## config.mk

```make
export PLATFORM = sky130hd
export DESIGN_NAME = wear_write_sched
export DESIGN_NICKNAME = d
export VERILOG_FILES = /design/src/rtl/wws_pkg.sv /design/src/rtl/wws_fifo.sv /design/src/rtl/wws_bank_track.sv /design/src/rtl/wws_wear_quota.sv /design/src/rtl/wear_write_sched.sv
export SDC_FILE = /design/constraint.sdc
export NUM_CORES = 1
export LEC_CHECK = 0
export BUFFER_PORTS_ARGS = -buffer_cell sky130_fd_sc_hd__buf_2
export CORE_MARGIN = 2
export CORE_UTILIZATION = 35
export CTS_BUF_LIST = sky130_fd_sc_hd__clkbuf_8 sky130_fd_sc_hd__clkbuf_16
export DETAILED_ROUTE_END_ITERATION = 12
export SLEW_MARGIN = 10
export SYNTH_ARGS = -nofsm -noshare
export SYNTH_HDL_FRONTEND = slang
export SYNTH_SLANG_ARGS = --single-unit
```

## constraint.sdc

```tcl
create_clock -name clk -period 2.5 [get_ports clk]
set_input_delay 0.125 -clock clk [delete_from_list [all_inputs] [get_ports clk]]
set_output_delay 0.125 -clock clk [all_outputs]
set_load 0.02 [all_outputs]
```

## src/rtl/wws_pkg.sv

```systemverilog
package wws_pkg;
  typedef enum logic {
    SPD_FAST = 1'b0,
    SPD_SLOW = 1'b1
  } speed_e;
endpackage

```

## src/rtl/wws_fifo.sv

```systemverilog
module wws_fifo #(
  parameter int DEPTH = 8,
  parameter int W     = 2
) (
  input  logic             clk,
  input  logic             rst_n,
  input  logic             push_v,
  input  logic [W-1:0]     push_d,
  output logic             push_rdy,
  input  logic             pop,
  output logic [W-1:0]     head,
  output logic             empty,
  output logic             full,
  output logic [$clog2(DEPTH+1)-1:0] count
);
  localparam int AW = (DEPTH > 1) ? $clog2(DEPTH) : 1;
  localparam int CW = $clog2(DEPTH + 1);

  logic [W-1:0]  mem [DEPTH];
  logic [AW-1:0] wptr_q, wptr_d, rptr_q, rptr_d;
  logic [CW-1:0] cnt_q, cnt_d;
  logic          do_push, do_pop;

  assign full     = (cnt_q == CW'(DEPTH));
  assign empty    = (cnt_q == '0);
  assign push_rdy = !full;
  assign count    = cnt_q;
  assign head     = mem[rptr_q];
  assign do_push  = push_v && !full;
  assign do_pop   = pop && !empty;

  always_comb begin
    wptr_d = wptr_q;
    rptr_d = rptr_q;
    cnt_d  = cnt_q;
    if (do_push) wptr_d = (wptr_q == AW'(DEPTH - 1)) ? '0 : wptr_q + 1'b1;
    if (do_pop)  rptr_d = (rptr_q == AW'(DEPTH - 1)) ? '0 : rptr_q + 1'b1;
    if (do_push && !do_pop)      cnt_d = cnt_q + 1'b1;
    else if (do_pop && !do_push) cnt_d = cnt_q - 1'b1;
  end

  always_ff @(posedge clk or negedge rst_n) begin
    if (!rst_n) begin
      wptr_q <= '0;
      rptr_q <= '0;
      cnt_q  <= '0;
    end else begin
      wptr_q <= wptr_d;
      rptr_q <= rptr_d;
      cnt_q  <= cnt_d;
    end
  end

  always_ff @(posedge clk) begin
    if (do_push) mem[wptr_q] <= push_d;
  end
endmodule

```

## src/rtl/wws_bank_track.sv

```systemverilog
module wws_bank_track #(
  parameter int NUM_BANKS   = 4,
  parameter int MQ_DEPTH    = 8,
  parameter int SLOW_CYCLES = 6,
  parameter int FAST_CYCLES = 2
) (
  input  logic clk,
  input  logic rst_n,
  input  logic                         add_v,
  input  logic [$clog2(NUM_BANKS)-1:0] add_bank,
  input  logic                         sub_v,
  input  logic [$clog2(NUM_BANKS)-1:0] sub_bank,
  input  logic                         iss_v,
  input  logic [$clog2(NUM_BANKS)-1:0] iss_bank,
  input  logic                         iss_slow,
  output logic [NUM_BANKS-1:0][$clog2(MQ_DEPTH+1)-1:0] pend,
  output logic [NUM_BANKS-1:0]         busy
);
  localparam int BW = $clog2(NUM_BANKS);
  localparam int PW = $clog2(MQ_DEPTH + 1);
  localparam int LW = $clog2(SLOW_CYCLES + 1);

  for (genvar b = 0; b < NUM_BANKS; b++) begin : g_bank
    logic [PW-1:0] pend_q, pend_d;
    logic [LW-1:0] hold_q, hold_d;
    logic          inc, dec, hit;

    assign inc = add_v && (add_bank == BW'(b));
    assign dec = sub_v && (sub_bank == BW'(b));
    assign hit = iss_v && (iss_bank == BW'(b));

    always_comb begin
      pend_d = pend_q;
      if (inc && !dec)      pend_d = pend_q + 1'b1;
      else if (dec && !inc) pend_d = pend_q - 1'b1;
      hold_d = hold_q;
      if (hit)                hold_d = iss_slow ? LW'(SLOW_CYCLES - 1) : LW'(FAST_CYCLES - 1);
      else if (hold_q != '0)  hold_d = hold_q - 1'b1;
    end

    always_ff @(posedge clk or negedge rst_n) begin
      if (!rst_n) begin
        pend_q <= '0;
        hold_q <= '0;
      end else begin
        pend_q <= pend_d;
        hold_q <= hold_d;
      end
    end

    assign pend[b] = pend_q;
    assign busy[b] = (hold_q != '0);
  end
endmodule

```

## src/rtl/wws_wear_quota.sv

```systemverilog
module wws_wear_quota #(
  parameter int FAST_QUOTA    = 8,
  parameter int PERIOD_CYCLES = 4096
) (
  input  logic clk,
  input  logic rst_n,
  input  logic fast_issue,
  output logic spent
);
  localparam int TW = $clog2(PERIOD_CYCLES);
  localparam int QW = $clog2(FAST_QUOTA + 1);

  logic [TW-1:0] tmr_q, tmr_d;
  logic [QW-1:0] used_q, used_d;
  logic          wrap;

  assign wrap  = (tmr_q == TW'(PERIOD_CYCLES - 1));
  assign spent = (used_q == QW'(FAST_QUOTA));

  always_comb begin
    tmr_d  = wrap ? '0 : tmr_q + 1'b1;
    used_d = used_q;
    if (wrap)                    used_d = fast_issue ? QW'(1) : '0;
    else if (fast_issue && !spent) used_d = used_q + 1'b1;
  end

  always_ff @(posedge clk or negedge rst_n) begin
    if (!rst_n) begin
      tmr_q  <= '0;
      used_q <= '0;
    end else begin
      tmr_q  <= tmr_d;
      used_q <= used_d;
    end
  end
endmodule

```

## src/rtl/wear_write_sched.sv

```systemverilog
module wear_write_sched
  import wws_pkg::*;
#(
  parameter int NUM_BANKS     = 4,
  parameter int MQ_DEPTH      = 8,
  parameter int EQ_DEPTH      = 4,
  parameter int FREE_THRESH   = 2,
  parameter int FALLBACK_LOW  = 6,
  parameter int SLOW_CYCLES   = 6,
  parameter int FAST_CYCLES   = 2,
  parameter int FAST_QUOTA    = 8,
  parameter int PERIOD_CYCLES = 4096
) (
  input  logic                         clk,
  input  logic                         rst_n,
  input  logic                         rd_busy,
  input  logic                         mq_push_valid,
  input  logic [$clog2(NUM_BANKS)-1:0] mq_push_bank,
  output logic                         mq_push_ready,
  input  logic                         eq_push_valid,
  input  logic [$clog2(NUM_BANKS)-1:0] eq_push_bank,
  output logic                         eq_push_ready,
  output logic                         wr_valid,
  output logic [$clog2(NUM_BANKS)-1:0] wr_bank,
  output logic                         wr_slow,
  output logic                         wr_eager
);
  localparam int BW     = $clog2(NUM_BANKS);
  localparam int PW     = $clog2(MQ_DEPTH + 1);
  localparam int MQ_CW  = $clog2(MQ_DEPTH + 1);
  localparam int EQ_CW  = $clog2(EQ_DEPTH + 1);

  // reset: asserted asynchronously, released on a clock edge
  logic rst_meta_n, rst_n_q;
  always_ff @(posedge clk or negedge rst_n) begin
    if (!rst_n) begin
      rst_meta_n <= 1'b0;
      rst_n_q    <= 1'b0;
    end else begin
      rst_meta_n <= 1'b1;
      rst_n_q    <= rst_meta_n;
    end
  end

  logic [BW-1:0]    mq_head, eq_head;
  logic             mq_empty, mq_full, eq_empty, eq_full;
  logic [MQ_CW-1:0] mq_count;
  logic [EQ_CW-1:0] eq_count;
  logic             main_go, eager_go;
  logic [NUM_BANKS-1:0][PW-1:0] pend;
  logic [NUM_BANKS-1:0] busy;
  logic             quota_hit;
  logic             fb_q, fb_d;
  speed_e           main_spd;

  wws_fifo #(.DEPTH(MQ_DEPTH), .W(BW)) u_mq (
    .clk(clk), .rst_n(rst_n_q),
    .push_v(mq_push_valid), .push_d(mq_push_bank), .push_rdy(mq_push_ready),
    .pop(main_go), .head(mq_head), .empty(mq_empty), .full(mq_full), .count(mq_count)
  );

  wws_fifo #(.DEPTH(EQ_DEPTH), .W(BW)) u_eq (
    .clk(clk), .rst_n(rst_n_q),
    .push_v(eq_push_valid), .push_d(eq_push_bank), .push_rdy(eq_push_ready),
    .pop(eager_go), .head(eq_head), .empty(eq_empty), .full(eq_full), .count(eq_count)
  );

  wws_bank_track #(
    .NUM_BANKS(NUM_BANKS), .MQ_DEPTH(MQ_DEPTH),
    .SLOW_CYCLES(SLOW_CYCLES), .FAST_CYCLES(FAST_CYCLES)
  ) u_track (
    .clk(clk), .rst_n(rst_n_q),
    .add_v(mq_push_valid && mq_push_ready), .add_bank(mq_push_bank),
    .sub_v(main_go), .sub_bank(mq_head),
    .iss_v(wr_valid), .iss_bank(wr_bank), .iss_slow(wr_slow),
    .pend(pend), .busy(busy)
  );

  wws_wear_quota #(.FAST_QUOTA(FAST_QUOTA), .PERIOD_CYCLES(PERIOD_CYCLES)) u_quota (
    .clk(clk), .rst_n(rst_n_q),
    .fast_issue(wr_valid && !wr_slow), .spent(quota_hit)
  );

  // issue arbitration: reads, then main queue, then eager queue
  always_comb begin
    main_go  = !rd_busy && !mq_empty && !busy[mq_head];
    eager_go = !rd_busy && !eq_empty && !main_go && !busy[eq_head];
    if (quota_hit)                                          main_spd = SPD_SLOW;
    else if (!fb_q && (pend[mq_head] <= PW'(FREE_THRESH)))  main_spd = SPD_SLOW;
    else                                                    main_spd = SPD_FAST;
    wr_valid = main_go || eager_go;
    wr_bank  = main_go ? mq_head : eq_head;
    wr_slow  = main_go ? (main_spd == SPD_SLOW) : 1'b1;
    wr_eager = eager_go;
  end

  // fallback to fast writes while the main queue is congested
  always_comb begin
    fb_d = fb_q;
    if (mq_full)                             fb_d = 1'b1;
    else if (mq_count < MQ_CW'(FALLBACK_LOW)) fb_d = 1'b0;
  end

  always_ff @(posedge clk or negedge rst_n_q) begin
    if (!rst_n_q) fb_q <= 1'b0;
    else          fb_q <= fb_d;
  end
endmodule

```

[Word-level counts from Yosys, hierarchy flattened]
Memory sizes are Yosys's and may differ from the RTL's.
Index checks and enable logic that the tools add are counted.
Widths: inputs -> output; s select.
Storage, ports and cells
  register bits after elaboration: 64
  bits in writable memories: 24
  logic and storage cells: 190
  memories: 2
  output and inout port bits: 7
  input bits: 9
Operators by class
  $lt $le $gt $ge: 4
  equal/unequal tests: 17
  reductions and logical operators: 81
  mux-type cells: 45
  add/sub/neg operators: 22
Memories
  u_mq.mem: depth 8, bits a word 2, read ports 1, clocked after memory_dff 0, write ports 1, RTL line wws_fifo.sv:19  | logic [W-1:0] mem [DEPTH];
  u_eq.mem: depth 4, bits a word 2, read ports 1, clocked after memory_dff 0, write ports 1, RTL line wws_fifo.sv:19
Operator list (count)
  $mux 4: 13
  $mux 3: 13
  $logic_and 1x1->1: 36
  $add 4x1->4 const B: 6
  $reduce_bool 2->1: 12
  $logic_not 1->1: 23
  $sub 4x1->4 const B: 5
  $eq 2x2->1 const B: 8
  $sub 3x1->3 const B: 5
  $add 12x1->12 const B: 1
  $eq 12x12->1 const B: 1
  $mux 1: 12
  $mux 12: 1
  $reduce_bool 3->1: 4
  $add 3x1->3 const B: 3
  $eq 3x3->1 const B: 3
  $bmux 4 s2: 1
  $eq 4x4->1 const B: 2
  $eq 2x1->1 const B: 3
  $logic_not 2->1: 3
  $lt 2x3->1 const B: 2
  $mux 2: 3
  $add 2x1->2 const B: 2
  $bmux 1 s2: 2
  other kinds (5): 5

[Depth between registers and ports, before layout]
Gate-level depths: netlist of the first run.
  depth after elaboration: 13
  gate-level depth with buffers: 16
  depth with buffers taken out: 15

[Modules after synthesis]
From an unflattened synthesis of the first run, not the netlist that was laid out.
Unflattened totals
  cell total of the unflattened synthesis: 438
  area, all modules: 5124.9 µm²
Modules (own cells, without submodules)
  wws_bank_track: instances 1, cells an instance 189, sequential area each 700.7 µm², area an instance 1950.6 µm²
  wws_fifo at u_mq: instances 1, cells an instance 90, sequential area each 730.7 µm², area an instance 1308.8 µm²
  wws_wear_quota: instances 1, cells an instance 80, sequential area each 400.4 µm², area an instance 827.0 µm²
  wws_fifo at u_eq: instances 1, cells an instance 49, sequential area each 415.4 µm², area an instance 748.2 µm²
  wear_write_sched: instances 1, cells an instance 30, sequential area each 75.1 µm², area an instance 290.3 µm²

[Least setup slack after synthesis of the first run]
No wires, ideal clock.
  kind: register to register
  start point: register u_mq.rptr_q[0]
  end point: register u_mq.cnt_q[3] (netlist: u_mq.count[3])
  cell stages (with the launch flop): 17
  path slack: -0.516 ns
  arrival: 2.893 ns
  setup time: 0.122 ns
  cell sequence: dfrtp_1 > buf_6 > mux4_1 > mux2i_2 > buf_6 > nor2_1 > o21ai_2 > nand2_4 > inv_2 > ha_1 > inv_1 > ha_1 > a21o_1 > a21oi_1 > xnor2_1 > nor2_1 > xnor2_1
On the way
  longest elaborated chain between the ends: 9
Ends and longest elaborated chain
  from (decl): RTL line wws_fifo.sv:20  | logic [AW-1:0] wptr_q, wptr_d, rptr_q, rptr_d;
  from (signal assigned): RTL line wws_fifo.sv:49  | rptr_q <= rptr_d;
  $mem_v2 8x2 (*)
  $bmux 1 s2 (*): RTL line wear_write_sched.sv:86  | main_go = !rd_busy && !mq_empty && !busy[mq_head];
  $mux 1 (implied by the code) (*): RTL line wear_write_sched.sv:86
  $logic_not 1->1 (*): RTL line wear_write_sched.sv:86
  $logic_and 1x1->1 (*): RTL line wear_write_sched.sv:86
  $logic_and 1x1->1 (*): RTL line wws_fifo.sv:30  | assign do_pop = pop && !empty;
  $logic_not 1->1: RTL line wws_fifo.sv:38  | if (do_push && !do_pop) cnt_d = cnt_q + 1'b1;
  $logic_and 1x1->1: RTL line wws_fifo.sv:38
  $mux 4 or $reduce_bool 2->1 (tied branches)
  to (signal assigned): RTL line wws_fifo.sv:50  | cnt_q <= cnt_d;
  to (decl): RTL line wws_fifo.sv:21  | logic [CW-1:0] cnt_q, cnt_d;
Every way passes the cells marked *; elsewhere a longest branch is shown, timed or not. The select of a mux whose other input is x is not followed.
A chain may end at the register's enable or synchronous reset.

[Worst setup path after layout of the first run]
  start point: register u_mq.rptr_q[0]
  end point: register u_track.g_bank[2].pend_q[3]
On the way
  longest elaborated chain between the ends: 9
Ends and longest elaborated chain
  $mem_v2 8x2 (*)
  $bmux 1 s2: RTL line wear_write_sched.sv:86
  $mux 1 (implied by the code): RTL line wear_write_sched.sv:86
  $logic_not 1->1: RTL line wear_write_sched.sv:86
  $logic_and 1x1->1: RTL line wear_write_sched.sv:86
  $logic_and 1x1->1 (*): RTL line wws_bank_track.sv:29  | assign dec = sub_v && (sub_bank == BW'(b));
  $logic_not 1->1: RTL line wws_bank_track.sv:34  | if (inc && !dec) pend_d = pend_q + 1'b1;
  $logic_and 1x1->1: RTL line wws_bank_track.sv:34
  $mux 4 or $reduce_bool 2->1 (tied branches)
  to (signal assigned): RTL line wws_bank_track.sv:46  | pend_q <= pend_d;
  to (decl): RTL line wws_bank_track.sv:24  | logic [PW-1:0] pend_q, pend_d;
Marked as above.

==> flow_metrics.tcl, run 1 <==
set metrics [dict create \
    nets 578 \
    synth-seq-cells 88 \
    drcViolationCount 0 \
    clock_skew_ns 0.00693 \
    die_width_um 121 \
    r2r_cells 13 \
    r2r-start "u_mq.rptr_q[0]$_DFFE_PN0P_" \
    synthArstFlopShare_pct 72.7 \
    clock_sinks 88 \
    row_count 42 \
    place_ws_ns -0.457 \
    grt_max_degree 33 \
    first_pass_iters 4 \
    ir_drop_mv 0.659 \
    ys_types 50 \
    antenna_found_initial 0 \
    syn_area_per_cell_um2 11.4 \
    finalMaxSlewViolations 0 \
    period_needed_ns 2.71 \
    arrival_ns 2.95 \
    final.period_utilization_pct 108 \
    synth-seq-area-share_pct 48.7 \
    grt_setup_unrepaired "yes" \
    dpl.cell_count 674 \
    fin_cells 708 \
    clk_pin_slew_ns 0.06 \
    crit_cells 13 \
    critical_path.slowest_cell "mux4_2" \
    place.gp.congestion 0.822 \
    cp_cell_sequence "mux4_2, mux2i_2, buf_6, nor2_1, nand3_1, ha_2, inv_2, ha_4, a21o_1, a21oi_2, xnor2_1, nor2_1, xor2_1" \
    grt_overflow 0 \
    syn_area_um2 4770 \
    pin_count 16 \
    cts_buffer_depth 2 \
    violations "negative setup slack" \
    synthesis.nets 471 \
    startpoint_type "register" \
    power.density_nw_per_um2 1260 \
    cpPeakStageDelay_ns 0.53 \
    grt_pass1_wl_um 17100 \
    io_buffers 15 \
    dieArea_um2 14600 \
    crit_type "reg2reg" \
    cp-endpoint "u_track.g_bank[2].pend_q[3]$_DFFE_PN0P_" \
    numCtsBuffers 9 \
    wl_per_cell_um 14.1 \
    track_usage_pct 15.2 \
    syn_inst 420 \
    reg2reg_slack_ns -0.21 \
    critPathCaptureType "register" \
    insertion_delay_ns 0.36 \
    yosys_warnings 0 \
    initial_utilization_pct 35.9 \
    path_common_cell "nor2_1" \
    status "finished, violations left" \
    synth_edf_count 24 \
    path_delay_family "multiplexers" \
    setup_slack_ns -0.211 \
    dp_hpwl_um 7170 \
    clockRootBuffer "clkbuf_16" \
    antenna_cells 0 \
    viasPerCell 4.74 \
    final_area_um2 6340 \
    die_y_um 121 \
    drive_gt1_share_pct 34.4 \
    max_slew_margin_pct 50.7 \
    drv_cap 0 \
    crit_start "u_mq.rptr_q[0]$_DFFE_PN0P_" \
    final_cell_mix "buf_4 (75), dfrtp_1 (62), nor2_1 (37), nand2_1 (34), edfxtp_1 (24)" \
    fmax_ghz 0.369 \
    ant_nets 0 \
    grt_pass1_vias 3610 \
    required_ns 2.74 \
    coreArea_um2 13300 \
    hold_viol 0 \
    crit_buf_inv 2 \
    crit_path_max_fanout 7 \
    cts_tree "built" \
    synth_ff_type "dfrtp_1" \
    drtIter0Drc 216 \
    areaGrowthSynthToFinish_pct 32.9 \
    placed_area_um2 5600 \
    timing.rr.end "u_track.g_bank[2].pend_q[3]$_DFFE_PN0P_" \
    setup_tns_ns -2.88 \
    final_common_cell "buf_4" \
    tightest_slew_ns 0.740 \
    drt-total-wl_um 9990 \
    htree_levels 3 \
    hp-class "in2async" \
    setup_viol 21 \
    vias 3357 \
    p_leak_nw 2.80 \
]
==> cell usage after synthesis, types with 10 or more instances <==
library cell | number | share of area, %
a21oi_1 | 10 | 1.0
and3_1 | 11 | 1.4
dfrtp_1 | 64 | 34
edfxtp_1 | 24 | 15
ha_1 | 36 | 9.4
inv_1 | 21 | 1.7
nand2_1 | 39 | 3.1
nand2b_1 | 12 | 1.6
nand3_1 | 10 | 1.0
nor2_1 | 39 | 3.1
nor2b_1 | 12 | 1.6
o21ai_0 | 13 | 1.4
xnor2_1 | 24 | 4.4
xor2_1 | 13 | 2.4
==> timing repair <==
| action | in CTS | in global routing |
|---|---|---|
| hold endpoints to repair | 10 | 0 |
| resized for setup | 44 | 24 |
| pin swaps | 29 | 25 |
| buffers inserted | 12 | 3 |
| endpoints found under the setup margin | 31 | 30 |
| hold buffers | 3 | 0 |
==> sequential cells by signal (all words and copies together), names as in the netlist <==
register / flops
rst_meta_n: 1
u_eq.wptr_q: 2
u_mq.rptr_q: 3
u_mq.count: 4
rst_n_q: 1
fb_q: 1
u_quota.tmr_q: 12
u_mq.wptr_q: 3
u_eq.count: 3
u_track.g_bank.hold_q: 12
u_track.g_bank.pend_q: 16
u_mq.mem: 16
u_quota.used_q: 4
u_eq.rptr_q: 2
u_eq.mem: 8
==> final cells by class <==
class,count,area [µm²]
repair buffers,101,792
well taps,176,220
multi-input cells,305,2610
fillers,1191,6960
flip-flops and latches,88,2320
clock buffers,12,267
clock inverters,4,27.5
inverters,22,92.6
==> metal layers <==
layer	track usage (%)	wire length, µm
met1	19.1	4770
met2	24.3	4730
met3	5.19	332
met4	5.31	158
met5	0	0
==> worst min-delay path by stage <==
stage / to / from / slack (ns) / cells past startpoint
6_report: rst_n_q$_DFF_PN0_ / rst_n / 0.08 / 2
5_1_grt: rst_meta_n$_DFF_PN0_ / rst_n / 0.07 / 2
4_1_cts: rst_n_q$_DFF_PN0_ / rst_n / 0.06 / 2
3_5_place_dp: rst_meta_n$_DFF_PN0_ / rst_n / -0.09 / 1
3_3_place_gp: rst_meta_n$_DFF_PN0_ / rst_n / -0.09 / 1
2_1_floorplan: rst_meta_n$_DFF_PN0_ / rst_n / -0.17 / 0
==> kinds of logic after synthesis <==
logic type | Yosys count | share of synthesized area, %
simple gates | 151 | 16.0
flops | 88 | 48.7
compound gates | 50 | 7.24
fa+ha+maj | 42 | 12.0
xor+xnor | 37 | 6.80
buf+inv | 27 | 2.44
mux | 24 | 6.82
other cells | 1 | 0.0786
==> where the power goes <==
| group | leakage [nW] | switching [W] | internal [W] |
|---|---|---|---|
| combinational | 1.66 | 0.00190 | 0.00229 |
| clock | 0.143 | 0.000586 | 0.000755 |
| sequential | 1.00 | 0.000464 | 0.00197 |
==> metrics by stage <==
step	hold WS (ns)	util, %	power [W]
after CTS	0.0632	46.7	0.00780
final	0.0813	47.7	0.00797
after detailed placement	-0.0877	42.1	0.00603
after global placement	-0.0901	42.1	0.00584
after floorplan	-0.171	-	0.00470
after global routing	0.0702	47.7	0.00862
(Power assumes the default switching activity.)
==> run 2: changes to the inputs <==
- CELL_PAD_IN_SITES_DETAIL_PLACEMENT: not set -> 1
- CELL_PAD_IN_SITES_GLOBAL_PLACEMENT: not set -> 1
- PLACE_DENSITY: not set -> 0.64
==> run 2 against run 1 <==
Net effect:
- the flow still finishes with violations (negative setup slack)
- global-route usage is 2.3 points higher
- die area stayed put
- sequential power hardly changed
- combinational power is 6.9% higher
- via count is 7.4% higher
- non-clock buffer count is 17 higher
- largest power group unchanged
- highest routed layer unchanged
==> flow_metrics.tcl, run 2 (synthesis gave the netlist of run 1 again) <==
set metrics [dict create \
    status "finished, violations left" \
    violations "negative setup slack" \
    setup_slack_ns -0.364 \
    required_ns 2.73 \
    r2r-start "u_mq.rptr_q[0]$_DFFE_PN0P_" \
    numCtsBuffers 9 \
    fin_cells 725 \
    period_needed_ns 2.86 \
    grt_setup_unrepaired "yes" \
    reg.largest.list "u_mq.mem x16, u_track.g_bank.pend_q x16" \
    tightest_slew_ns 0.768 \
    dieArea_um2 14600 \
    drtIter0Drc 159 \
    areaGrowthSynthToFinish_pct 36.1 \
    regArea_um2 2320 \
    startpoint_type "register" \
    grt_pass1_wl_um 19800 \
    clockRootBuffer "clkbuf_16" \
    drive_gt1_share_pct 36.8 \
    drt-total-wl_um 12200 \
    finalMaxSlewViolations 0 \
    drcViolationCount 0 \
    crit_path_max_fanout 7 \
    htree_levels 3 \
    final_common_cell "buf_4" \
    coreArea_um2 13300 \
    clk_pin_slew_ns 0.06 \
    track_usage_pct 17.5 \
    grt_max_degree 33 \
    first_pass_iters 4 \
    finalPower_w 0.00816 \
    max_slew_margin_pct 48.8 \
    arrival_ns 3.09 \
    multi_input_area_um2 2640 \
    r2r_cells 14 \
    nets 595 \
    final_cell_mix "buf_4 (86), dfrtp_1 (62), nor2_1 (37), nand2_1 (36)" \
    final.period_utilization_pct 115 \
    hold-path-cell-count 1 \
    place_ws_ns -0.455 \
    antenna_cells 0 \
    crit_start "u_mq.rptr_q[0]$_DFFE_PN0P_" \
    clock_sinks 88 \
    final_area_um2 6490 \
    initial_utilization_pct 35.9 \
    power.density_nw_per_um2 1260 \
    cts_tree "built" \
    drv_cap 0 \
    vias 3607 \
    setup_viol 31 \
    critPathCaptureType "register" \
    die_width_um 121 \
    grt_pass1_vias 4060 \
    insertion_delay_ns 0.35 \
    wl_per_cell_um 16.9 \
    grt_overflow 0 \
    hold_viol 0 \
    dp_hpwl_um 8260 \
    worstHoldStart "eq_push_bank[1]" \
    hp-class "in2reg" \
    io_buffers 15 \
    cts_buffer_depth 2 \
    die_y_um 121 \
    pin_count 16 \
    clock_skew_ns 0.0101 \
    crit_type "reg2reg" \
    nFillCells 1419 \
    p_leak_nw 2.91 \
    fmax_ghz 0.349 \
    row_count 42 \
    placed_area_um2 5610 \
    ir_drop_mv 0.500 \
    viasPerCell 4.98 \
    antenna_found_initial 0 \
    ant_nets 0 \
    place.gp.congestion 0.873 \
    dpl.cell_count 676 \
]
run 2: cell count changes in the layout (fill, tap and decap cells not counted), sizes merged:
| cell | previous run | this run |
|---|---|---|
| dlygate4sd3 | 3 | 2 |
| clkinv | 0 | 2 |
| buf | 98 | 116 |
| clkbuf | 12 | 9 |
| inv | 24 | 25 |
run 2: where the power goes:
part,internal (W),total [W],switching [W]
logic,0.00238,0.00448,0.00210
clock network,0.000665,0.00124,0.000575
registers,0.00197,0.00244,0.000473
total,0.00501,0.00816,0.00315
run 2: layout make-up:
cell class | count | area share (%)
repair buffers | 118 | 14.5
multi-input cells | 305 | 40.7
well taps | 176 | 3.39
inverters | 22 | 1.43
clock buffers | 9 | 3.47
flip-flops and latches | 88 | 35.8
clock inverters | 7 | 0.617
run 2: final timing paths:
path                                                           end  slack (ns)
setup / recovery                         u_eq.count[1]$_DFFE_PN0P_       -0.36
hold reg to reg            u_track.g_bank[1].pend_q[1]$_DFFE_PN0P_        0.34
setup reg to reg                         u_eq.count[1]$_DFFE_PN0P_       -0.36
hold / removal                            u_eq.mem[3][1]$_DFFE_PP_        0.02
max in group asynchronous  u_track.g_bank[1].hold_q[2]$_DFFE_PN0P_        1.51
min in group asynchronous                     rst_meta_n$_DFF_PN0_        0.09
run 2: worst max-delay path, cell delays in order (launching register included):
cell and delay (ns):
dfrtp_2 0.46, buf_6 0.15, mux2i_1 0.11, a22oi_1 0.21, buf_4 0.21, buf_6 0.11, a21oi_2 0.07, o21ai_2 0.22
nand2_4 0.11, nor2_4 0.12, inv_1 0.05, ha_2 0.18, inv_2 0.05, fa_2 0.42, mux2_4 0.27
run 2: what timing repair did:
| item | 4_1_cts | 5_1_grt |
|---|---|---|
| hold endpoints to repair | 4 | 0 |
| pin swaps | 29 | 20 |
| hold buffers | 2 | 0 |
| buffers inserted | 26 | 10 |
| setup endpoints to repair | 28 | 37 |
| gates resized for setup | 53 | 29 |
run 2: metrics by stage:
stage | utilization, % | hold slack (ns) | TNS, ns
after global routing | 48.8 | 0.0173 | -10.03
after floorplan | - | -0.171 | -2.27
after global placement | 42.2 | -0.0902 | -3.43
final | 48.8 | 0.0205 | -5.53
after CTS | 47.4 | 0.0174 | -4.52
after detailed placement | 42.2 | -0.0846 | -5.43
run 2: routing by layer:
metal / wire length [µm] / GRT usage (%)
met5: 0 / 0
met4: 182 / 5.67
met3: 251 / 3.82
met2: 6580 / 31.6
met1: 5210 / 20.6
